==> src/rtl/gcr_enc_pkg.sv <==
package gcr_enc_pkg;

    typedef enum logic [2:0] {
        ST_IDLE,
        ST_SYNC,
        ST_FETCH,
        ST_LOAD,
        ST_GROUP,
        ST_CKSUM,
        ST_TRAIL,
        ST_FINISH
    } enc_state_t;

    typedef logic [63:0][7:0] sym_table_t;

    localparam int PREFIX_LEN  = 9;
    localparam int TRAILER_LEN = 4;
    localparam logic [5:0] PREFIX_TAIL_SYM = 6'h0B;

    // A disk byte is legal when its top bit is set, some pair of
    // neighbouring low bits are both one, at most one pair are both zero,
    // and it is not one of the two reserved marker values.
    function automatic logic code_legal(input logic [7:0] b);
        int ones;
        int zeros;
        ones  = 0;
        zeros = 0;
        for (int i = 0; i < 6; i++) begin
            if (b[i] && b[i+1])   ones++;
            if (!b[i] && !b[i+1]) zeros++;
        end
        return b[7] && (ones > 0) && (zeros <= 1) &&
               (b != 8'hD5) && (b != 8'hAA);
    endfunction

    function automatic sym_table_t build_table();
        sym_table_t t;
        int n;
        t = '0;
        n = 0;
        for (int v = 128; v < 256; v++) begin
            if (code_legal(8'(v)) && n < 64) begin
                t[n] = 8'(v);
                n++;
            end
        end
        return t;
    endfunction

    function automatic logic [7:0] prefix_byte(input logic [3:0] i);
        case (i)
            4'd0:    return 8'hFF;
            4'd1:    return 8'h3F;
            4'd2:    return 8'hCF;
            4'd3:    return 8'hF3;
            4'd4:    return 8'hFC;
            4'd5:    return 8'hFF;
            4'd6:    return 8'hD5;
            default: return 8'hAA;
        endcase
    endfunction

    function automatic logic [7:0] trailer_byte(input logic [3:0] i);
        case (i)
            4'd0:    return 8'hDE;
            4'd1:    return 8'hAA;
            default: return 8'hFF;
        endcase
    endfunction

endpackage

==> src/rtl/gcr_sym_lut.sv <==
module gcr_sym_lut
    import gcr_enc_pkg::*;
(
    input  logic [5:0] sym,
    output logic [7:0] code
);
    localparam sym_table_t TABLE = build_table();

    assign code = TABLE[sym];
endmodule

==> src/rtl/gcr_chain.sv <==
module gcr_chain (
    input  logic       clk,
    input  logic       rst_n,
    input  logic       clear,
    input  logic       load,
    input  logic [1:0] pos,
    input  logic [7:0] din,
    output logic [7:0] wout,
    output logic [7:0] c1,
    output logic [7:0] c2,
    output logic [7:0] c3
);
    logic       cy;
    logic [8:0] sum;
    logic [7:0] c3_rot;

    assign c3_rot = {c3[6:0], c3[7]};

    always_comb begin
        unique case (pos)
            2'd0: begin
                wout = din ^ c3_rot;
                sum  = {1'b0, c1} + {1'b0, din} + {8'd0, c3[7]};
            end
            2'd1: begin
                wout = din ^ c1;
                sum  = {1'b0, c2} + {1'b0, din} + {8'd0, cy};
            end
            default: begin
                wout = din ^ c2;
                sum  = {1'b0, c3} + {1'b0, din} + {8'd0, cy};
            end
        endcase
    end

    always_ff @(posedge clk) begin
        if (!rst_n || clear) begin
            c1 <= '0;
            c2 <= '0;
            c3 <= '0;
            cy <= 1'b0;
        end else if (load) begin
            unique case (pos)
                2'd0: begin
                    c3 <= c3_rot;
                    c1 <= sum[7:0];
                    cy <= sum[8];
                end
                2'd1: begin
                    c2 <= sum[7:0];
                    cy <= sum[8];
                end
                default: begin
                    c3 <= sum[7:0];
                    cy <= sum[8];
                end
            endcase
        end
    end
endmodule

==> src/rtl/gcr_sector_encoder.sv <==
module gcr_sector_encoder
    import gcr_enc_pkg::*;
#(
    parameter int TAG_BYTES  = 12,
    parameter int DATA_BYTES = 512,
    parameter int IDXW       = 10
) (
    input  logic            clk,
    input  logic            rst_n,
    input  logic            start,
    output logic            src_rd,
    output logic [IDXW-1:0] src_idx,
    input  logic [7:0]      src_byte,
    output logic            wr_valid,
    input  logic            wr_ready,
    output logic [7:0]      wr_byte,
    input  logic            wr_underrun,
    output logic            done,
    output logic            wr_err
);
    localparam int TOTAL = TAG_BYTES + DATA_BYTES;
    localparam logic [IDXW-1:0] TOTAL_V = IDXW'(TOTAL);

    enc_state_t state, nxt;

    logic [IDXW-1:0] idx;
    logic [IDXW-1:0] rem;
    logic [1:0]      gsz;
    logic [1:0]      k;
    logic [1:0]      grp_n;
    logic [1:0]      sym_cnt;
    logic [3:0]      pcnt;
    logic [2:0][7:0] wb;
    logic            done_q;
    logic            err_q;

    logic [7:0] wout, c1, c2, c3;
    logic [5:0] sym;
    logic [7:0] code;
    logic       fire;
    logic       more_in_group;
    logic       grp_last_sym;

    assign rem           = TOTAL_V - idx;
    assign gsz           = (rem >= IDXW'(3)) ? 2'd3 : rem[1:0];
    assign fire          = wr_valid && wr_ready;
    assign more_in_group = ({1'b0, k} + 3'd1) < {1'b0, grp_n};
    assign grp_last_sym  = (sym_cnt == grp_n);

    gcr_chain u_chain (
        .clk   (clk),
        .rst_n (rst_n),
        .clear (state == ST_IDLE && start),
        .load  (state == ST_LOAD),
        .pos   (k),
        .din   (src_byte),
        .wout  (wout),
        .c1    (c1),
        .c2    (c2),
        .c3    (c3)
    );

    gcr_sym_lut u_lut (
        .sym  (sym),
        .code (code)
    );

    // State register
    always_ff @(posedge clk) begin
        if (!rst_n) state <= ST_IDLE;
        else        state <= nxt;
    end

    // Next-state logic
    always_comb begin
        nxt = state;
        unique case (state)
            ST_IDLE:   if (start) nxt = ST_SYNC;
            ST_SYNC:   if (wr_ready && pcnt == 4'(PREFIX_LEN - 1)) nxt = ST_FETCH;
            ST_FETCH:  nxt = ST_LOAD;
            ST_LOAD:   nxt = more_in_group ? ST_FETCH : ST_GROUP;
            ST_GROUP:  if (wr_ready && grp_last_sym)
                           nxt = (idx == TOTAL_V) ? ST_CKSUM : ST_FETCH;
            ST_CKSUM:  if (wr_ready && sym_cnt == 2'd3) nxt = ST_TRAIL;
            ST_TRAIL:  if (wr_ready && pcnt == 4'(TRAILER_LEN - 1)) nxt = ST_FINISH;
            ST_FINISH: nxt = ST_IDLE;
            default:   nxt = ST_IDLE;
        endcase
    end

    // Datapath registers
    always_ff @(posedge clk) begin
        if (!rst_n) begin
            idx     <= '0;
            k       <= '0;
            grp_n   <= '0;
            sym_cnt <= '0;
            pcnt    <= '0;
            wb      <= '0;
            done_q  <= 1'b0;
            err_q   <= 1'b0;
        end else begin
            done_q <= (state == ST_FINISH);
            unique case (state)
                ST_IDLE: if (start) begin
                    idx     <= '0;
                    pcnt    <= '0;
                    k       <= '0;
                    sym_cnt <= '0;
                    err_q   <= 1'b0;
                end
                ST_SYNC: if (fire) pcnt <= pcnt + 4'd1;
                ST_FETCH: begin
                    idx <= idx + IDXW'(1);
                    if (k == 2'd0) begin
                        grp_n <= gsz;
                        wb    <= '0;
                    end
                end
                ST_LOAD: begin
                    wb[k] <= wout;
                    if (more_in_group) k <= k + 2'd1;
                    else               sym_cnt <= 2'd0;
                end
                ST_GROUP: if (fire) begin
                    if (grp_last_sym) begin
                        sym_cnt <= 2'd0;
                        k       <= 2'd0;
                    end else begin
                        sym_cnt <= sym_cnt + 2'd1;
                    end
                end
                ST_CKSUM: if (fire) begin
                    if (sym_cnt == 2'd3) pcnt <= '0;
                    else                 sym_cnt <= sym_cnt + 2'd1;
                end
                ST_TRAIL:  if (fire) pcnt <= pcnt + 4'd1;
                ST_FINISH: err_q <= wr_underrun;
                default: ;
            endcase
        end
    end

    // Output logic
    always_comb begin
        sym      = 6'd0;
        wr_byte  = 8'h00;
        wr_valid = 1'b0;
        src_rd   = 1'b0;
        unique case (state)
            ST_SYNC: begin
                wr_valid = 1'b1;
                sym      = PREFIX_TAIL_SYM;
                wr_byte  = (pcnt == 4'(PREFIX_LEN - 1)) ? code : prefix_byte(pcnt);
            end
            ST_FETCH: src_rd = 1'b1;
            ST_GROUP: begin
                wr_valid = 1'b1;
                sym      = (sym_cnt == 2'd0) ? {wb[0][7:6], wb[1][7:6], wb[2][7:6]}
                                             : wb[sym_cnt - 2'd1][5:0];
                wr_byte  = code;
            end
            ST_CKSUM: begin
                wr_valid = 1'b1;
                unique case (sym_cnt)
                    2'd0:    sym = {c1[7:6], c2[7:6], c3[7:6]};
                    2'd1:    sym = c1[5:0];
                    2'd2:    sym = c2[5:0];
                    default: sym = c3[5:0];
                endcase
                wr_byte = code;
            end
            ST_TRAIL: begin
                wr_valid = 1'b1;
                wr_byte  = trailer_byte(pcnt);
            end
            default: ;
        endcase
    end

    assign src_idx = idx;
    assign done    = done_q;
    assign wr_err  = err_q;
endmodule

==> config.mk <==
export PLATFORM = sky130hd
export DESIGN_NAME = gcr_sector_encoder
export DESIGN_NICKNAME = d
export VERILOG_FILES = /design/src/rtl/gcr_enc_pkg.sv /design/src/rtl/gcr_sym_lut.sv /design/src/rtl/gcr_chain.sv /design/src/rtl/gcr_sector_encoder.sv
export SDC_FILE = /design/constraint.sdc
export NUM_CORES = 1
export LEC_CHECK = 0
export BUFFER_PORTS_ARGS = -buffer_cell sky130_fd_sc_hd__buf_2
export CORE_ASPECT_RATIO = 0.6
export CORE_MARGIN = 5
export CORE_UTILIZATION = 60
export DETAILED_ROUTE_END_ITERATION = 16
export PLACE_DENSITY = 0.79
export SLEW_MARGIN = 40
export SYNTH_ARGS = -nofsm -noshare
export SYNTH_HDL_FRONTEND = slang
export SYNTH_SLANG_ARGS = --single-unit
==> constraint.sdc <==
create_clock -name clk -period 4.6 [get_ports clk]
set_clock_uncertainty 0.15 [all_clocks]
set_input_delay 0.23 -clock clk [delete_from_list [all_inputs] [get_ports clk]]
set_output_delay 0.23 -clock clk [all_outputs]
set_load 0.1 [all_outputs]
==> results_dict.tcl <==
set metrics [dict create \
    timing_worst_slew_pin_value_ns 0.837 \
    gpl.final_weighted_congestion 0.950 \
    pin_count_of_the_biggest_net_entering_global_routing 34 \
    syn_nets 817 \
    ys_seq_elements 74 \
    power_frac_clock_pct 22.6 \
    worst_path_cell_trace "inv_1 > ha_2 > mux2_4 > a221oi_2 > a2bb2oi_4 > inv_1 > ha_1 > inv_1 > mux2i_1 > mux2i_1 > mux2_2 > o211ai_1 > and3_1 > buf_12" \
    seq_area_frac_synth_pct 25.4 \
    setup.reg_to_reg.worst_slack_ns 1.43 \
    origin_of_the_worst_min_delay_path "wr_underrun" \
    unrepaired_setup_endpoints_after_global_routing "false" \
    worst_hold_path.endpoint "wr_err" \
    intPower_mw 1.59 \
    pwr-share-seq_pct 24.3 \
    fp_rows 27 \
    worstSkewPairLatency_ns 0.34 \
    die_w_um 137 \
    wl_per_cell_um 19.8 \
    timing_hold_violations_final 0 \
    switching_share_pct 48.6 \
    global_route.overflow_total 0 \
    first_iteration_detailed_routing_drc_count 1063 \
    postSynth.topFlopCell "dfxtp_1" \
    drc_violation_count_after_routing 0 \
    yosysWarningCount 0 \
    grt_pass1_vias 5525 \
    max_slew_margin_pct 44.2 \
    cts.clk_slew.worst_paths_ns 0.06 \
    detail_route.vias_per_cell 6.70 \
    cts_inserted_buffers 9 \
    min_period_over_period_pct 93.4 \
    number_of_hold_repair_buffers_added_at_the_cts_stage 0 \
    result_of_the_run "complete, no violations" \
    count_of_antenna_violating_nets_left_after_detailed_routing 0 \
    synth_area_um2 5820 \
    grt_first_pass_wirelength_um 28900 \
    min_delay_path_depth 3 \
    instances_no_fill 903 \
    final_hold_slack_ns 0.0636 \
    report.final.setup_viol 0 \
    filler_cell_count 774 \
    path_class "register to primary output" \
    critical_path_required_ns 4.22 \
    routed_wl_um 17900 \
    nNetsFinal 830 \
    regToRegStartpoint "u_chain.c3[7]" \
    place_hpwl_um 13400 \
    synth_cell_types 72 \
    cp_num_buf_inv 4 \
    layout-drive-gt1-share_pct 11.4 \
    drt_first_pass_iters 8 \
    switchingPower_mw 1.50 \
    num_antenna_cells 0 \
    antenna_found_initial 0 \
    number_of_clock_sinks 74 \
    timing.reg2reg.worst_path_depth 11 \
    design.core.area_um2 9320 \
    longest_clk_path_bufs 2 \
    critical-path-top-cell-by-count "inv_1" \
    synth_async_sr_flop_share_pct 0 \
    critical_path.endpoint_type "primary output" \
    share_comb_of_total_power_pct 53.1 \
    place_inst 886 \
    timing.final.max_slew_violations 0 \
    floorplan.initialDensity_pct 62.5 \
    worst_setup_path_start_kind "register" \
    tritoncts "done" \
    cts_htree_levels 3 \
    dr_total_vias 6054 \
    final_setup_tns_ns 0 \
    globalRouteTotalUtil_pct 30.5 \
    max-vdd-ir-drop_mv 0.262 \
    worst-endpoint-arrival_ns 3.91 \
    hold_path_class "input port to register" \
    critPathMaxStageDelay_ns 0.48 \
    syn-instance-count 756 \
    clock.fmax_ghz 0.233 \
    slowest_stage "ha_2" \
    maximum_fanout_count_along_the_critical_path 8 \
    drv_cap 0 \
    number_of_synthesized_flops_with_an_enable_pin 0 \
    powerDensity_nw_per_um2 483 \
    placement.io_buffers 34 \
    cpLargestDelayFamily "multiplexers" \
    timing.rr.end "u_chain.c1[6]" \
    design.portCount 35 \
    post_synth.cell_area_avg_um2 7.70 \
    clock_tree.root_cell "clkbuf_16" \
    finalCriticalPeriod_ns 4.29 \
    power.leakage_nw 2.51 \
    die_extent_in_y_um 86.3 \
    area_growth_syn_to_layout_pct 10.1 \
    die_area_um2 11800 \
]
## metal layers
layer,global-route usage [%],routed length [um]
met5,0,0
met4,5.80,211
met1,46.3,8030
met3,7.37,2270
met2,43.9,7400
## repair_timing
action / in CTS / in global routing
hold endpoints to repair: 0 / 0
endpoints found under the setup margin: 0 / 2
gates resized for setup: 0 / 1
setup buffers: 0 / 2
## per-stage QoR
stage | cell area (um^2) | worst slack, ns | total power [mW] | utilization (%)
final | 6410 | 0.306 | 3.10 | 68.8
after floorplan | 5840 | 0.0522 | 1.97 | -
after CTS | 6380 | 0.171 | 3.03 | 68.5
after global routing | 6410 | 0.0307 | 3.23 | 68.8
after detailed placement | 6090 | 0.538 | 2.33 | 65.3
after global placement | 6080 | 0.695 | 2.30 | 65.2
## logic make-up (layout without fill, tap and decap cells)
kind of cell | Yosys count | in the layout | share of synthesized area (%)
AND/OR/NAND/NOR | 253 | 253 | 19.8
flip-flops | 74 | 74 | 25.4
XOR/XNOR | 27 | 27 | 4.06
multiplexers | 28 | 28 | 5.09
buffers and inverters | 85 | 102 | 6.06
adder cells (fa/ha/maj) | 48 | 48 | 11.2
AO/OA/AOI/OAI | 241 | 241 | 28.3
## cell type report
type,instances,area [um^2],area share [%]
Sequential cell,74,1480,23.1
Multi-Input combinational cell,597,4020,62.7
Clock buffer,10,239,3.73
Timing Repair Buffer,44,290,4.53
Inverter,43,161,2.52
Tap cell,130,163,2.54
Clock inverter,5,55.1,0.859
## power groups by stage
stage / clock network (mW) / logic, mW / registers, mW
6_report: 0.700 / 1.64 / 0.754
5_1_grt: 0.727 / 1.74 / 0.759
4_1_cts: 0.699 / 1.58 / 0.748
3_5_place_dp: 0 / 1.57 / 0.761
3_3_place_gp: 0 / 1.54 / 0.759
2_1_floorplan: 0 / 1.24 / 0.731
## tightest hold or removal path, stage by stage
cell and delay [ns]:
buf_2 0.11, nand4_1 0.09, a21oi_1 0.07
## state kept, by name (all words and copies together), names as in the netlist
signal	cells
wr_err	1
sym_cnt	2
pcnt	4
wb	24
grp_n	2
src_idx	10
k	2
state	3
u_chain.c2	8
u_chain.cy	1
u_chain.c1	8
u_chain.c3	8
done	1
## layout by cell type (no fill, tap or decap), drive strengths merged, types with 3 or more instances in the layout
cell type	n
a21o	4
nor2b	8
xnor2	20
mux2i	21
o21a	9
a221o	3
a21oi	57
a221oi	12
a211oi	18
or3	3
nor3	20
o211ai	6
clkbuf	10
nand2b	8
nor2	108
and3	9
inv	42
nand2	57
nand3	15
and2	6
a31oi	9
nand3b	3
ha	41
o21ai	46
mux2	7
a22o	3
fa	7
xor2	7
nor4	5
o22ai	9
dfxtp	74
clkinv	3
a21boi	6
a22oi	34
buf	44
## Yosys cell counts, types with 6 or more instances
cell type  instances  area share, %
inv_1             41            2.6
o22ai_1            9           0.97
nor2b_1            7           0.75
xor2_1             7            1.1
dfxtp_1           74             25
a31oi_1            9           0.97
mux2i_1           21            3.6
a211oi_1          18            2.3
nand2b_1           8           0.86
nand3_1           15            1.3
nor2_1           108            7.0
a221oi_1           8            1.2
ha_1              41            8.8
and3_1             9           0.97
nand2_1           57            3.7
clkbuf_1          28            1.8
a21oi_1           57            4.9
o21ai_0           45            3.9
o211ai_1           6           0.77
fa_1               7            2.4
nor3_1            20            1.7
o21a_1             9            1.2
buf_2              9           0.77
xnor2_1           20            3.0
a22oi_1           34            4.4
## worst max-delay path by stage
stage	from	endpoint	slack, ns	depth (start not counted)
finish	sym_cnt[1]	wr_byte[1]	0.31	14
global placement	sym_cnt[1]	wr_byte[4]	0.69	14
detailed placement	sym_cnt[1]	wr_byte[1]	0.54	14
CTS	sym_cnt[1]	wr_byte[1]	0.17	14
global route	sym_cnt[1]	wr_byte[4]	0.03	15
floorplan	sym_cnt[0]	wr_byte[3]	0.05	13
(Power assumes the default switching activity.)
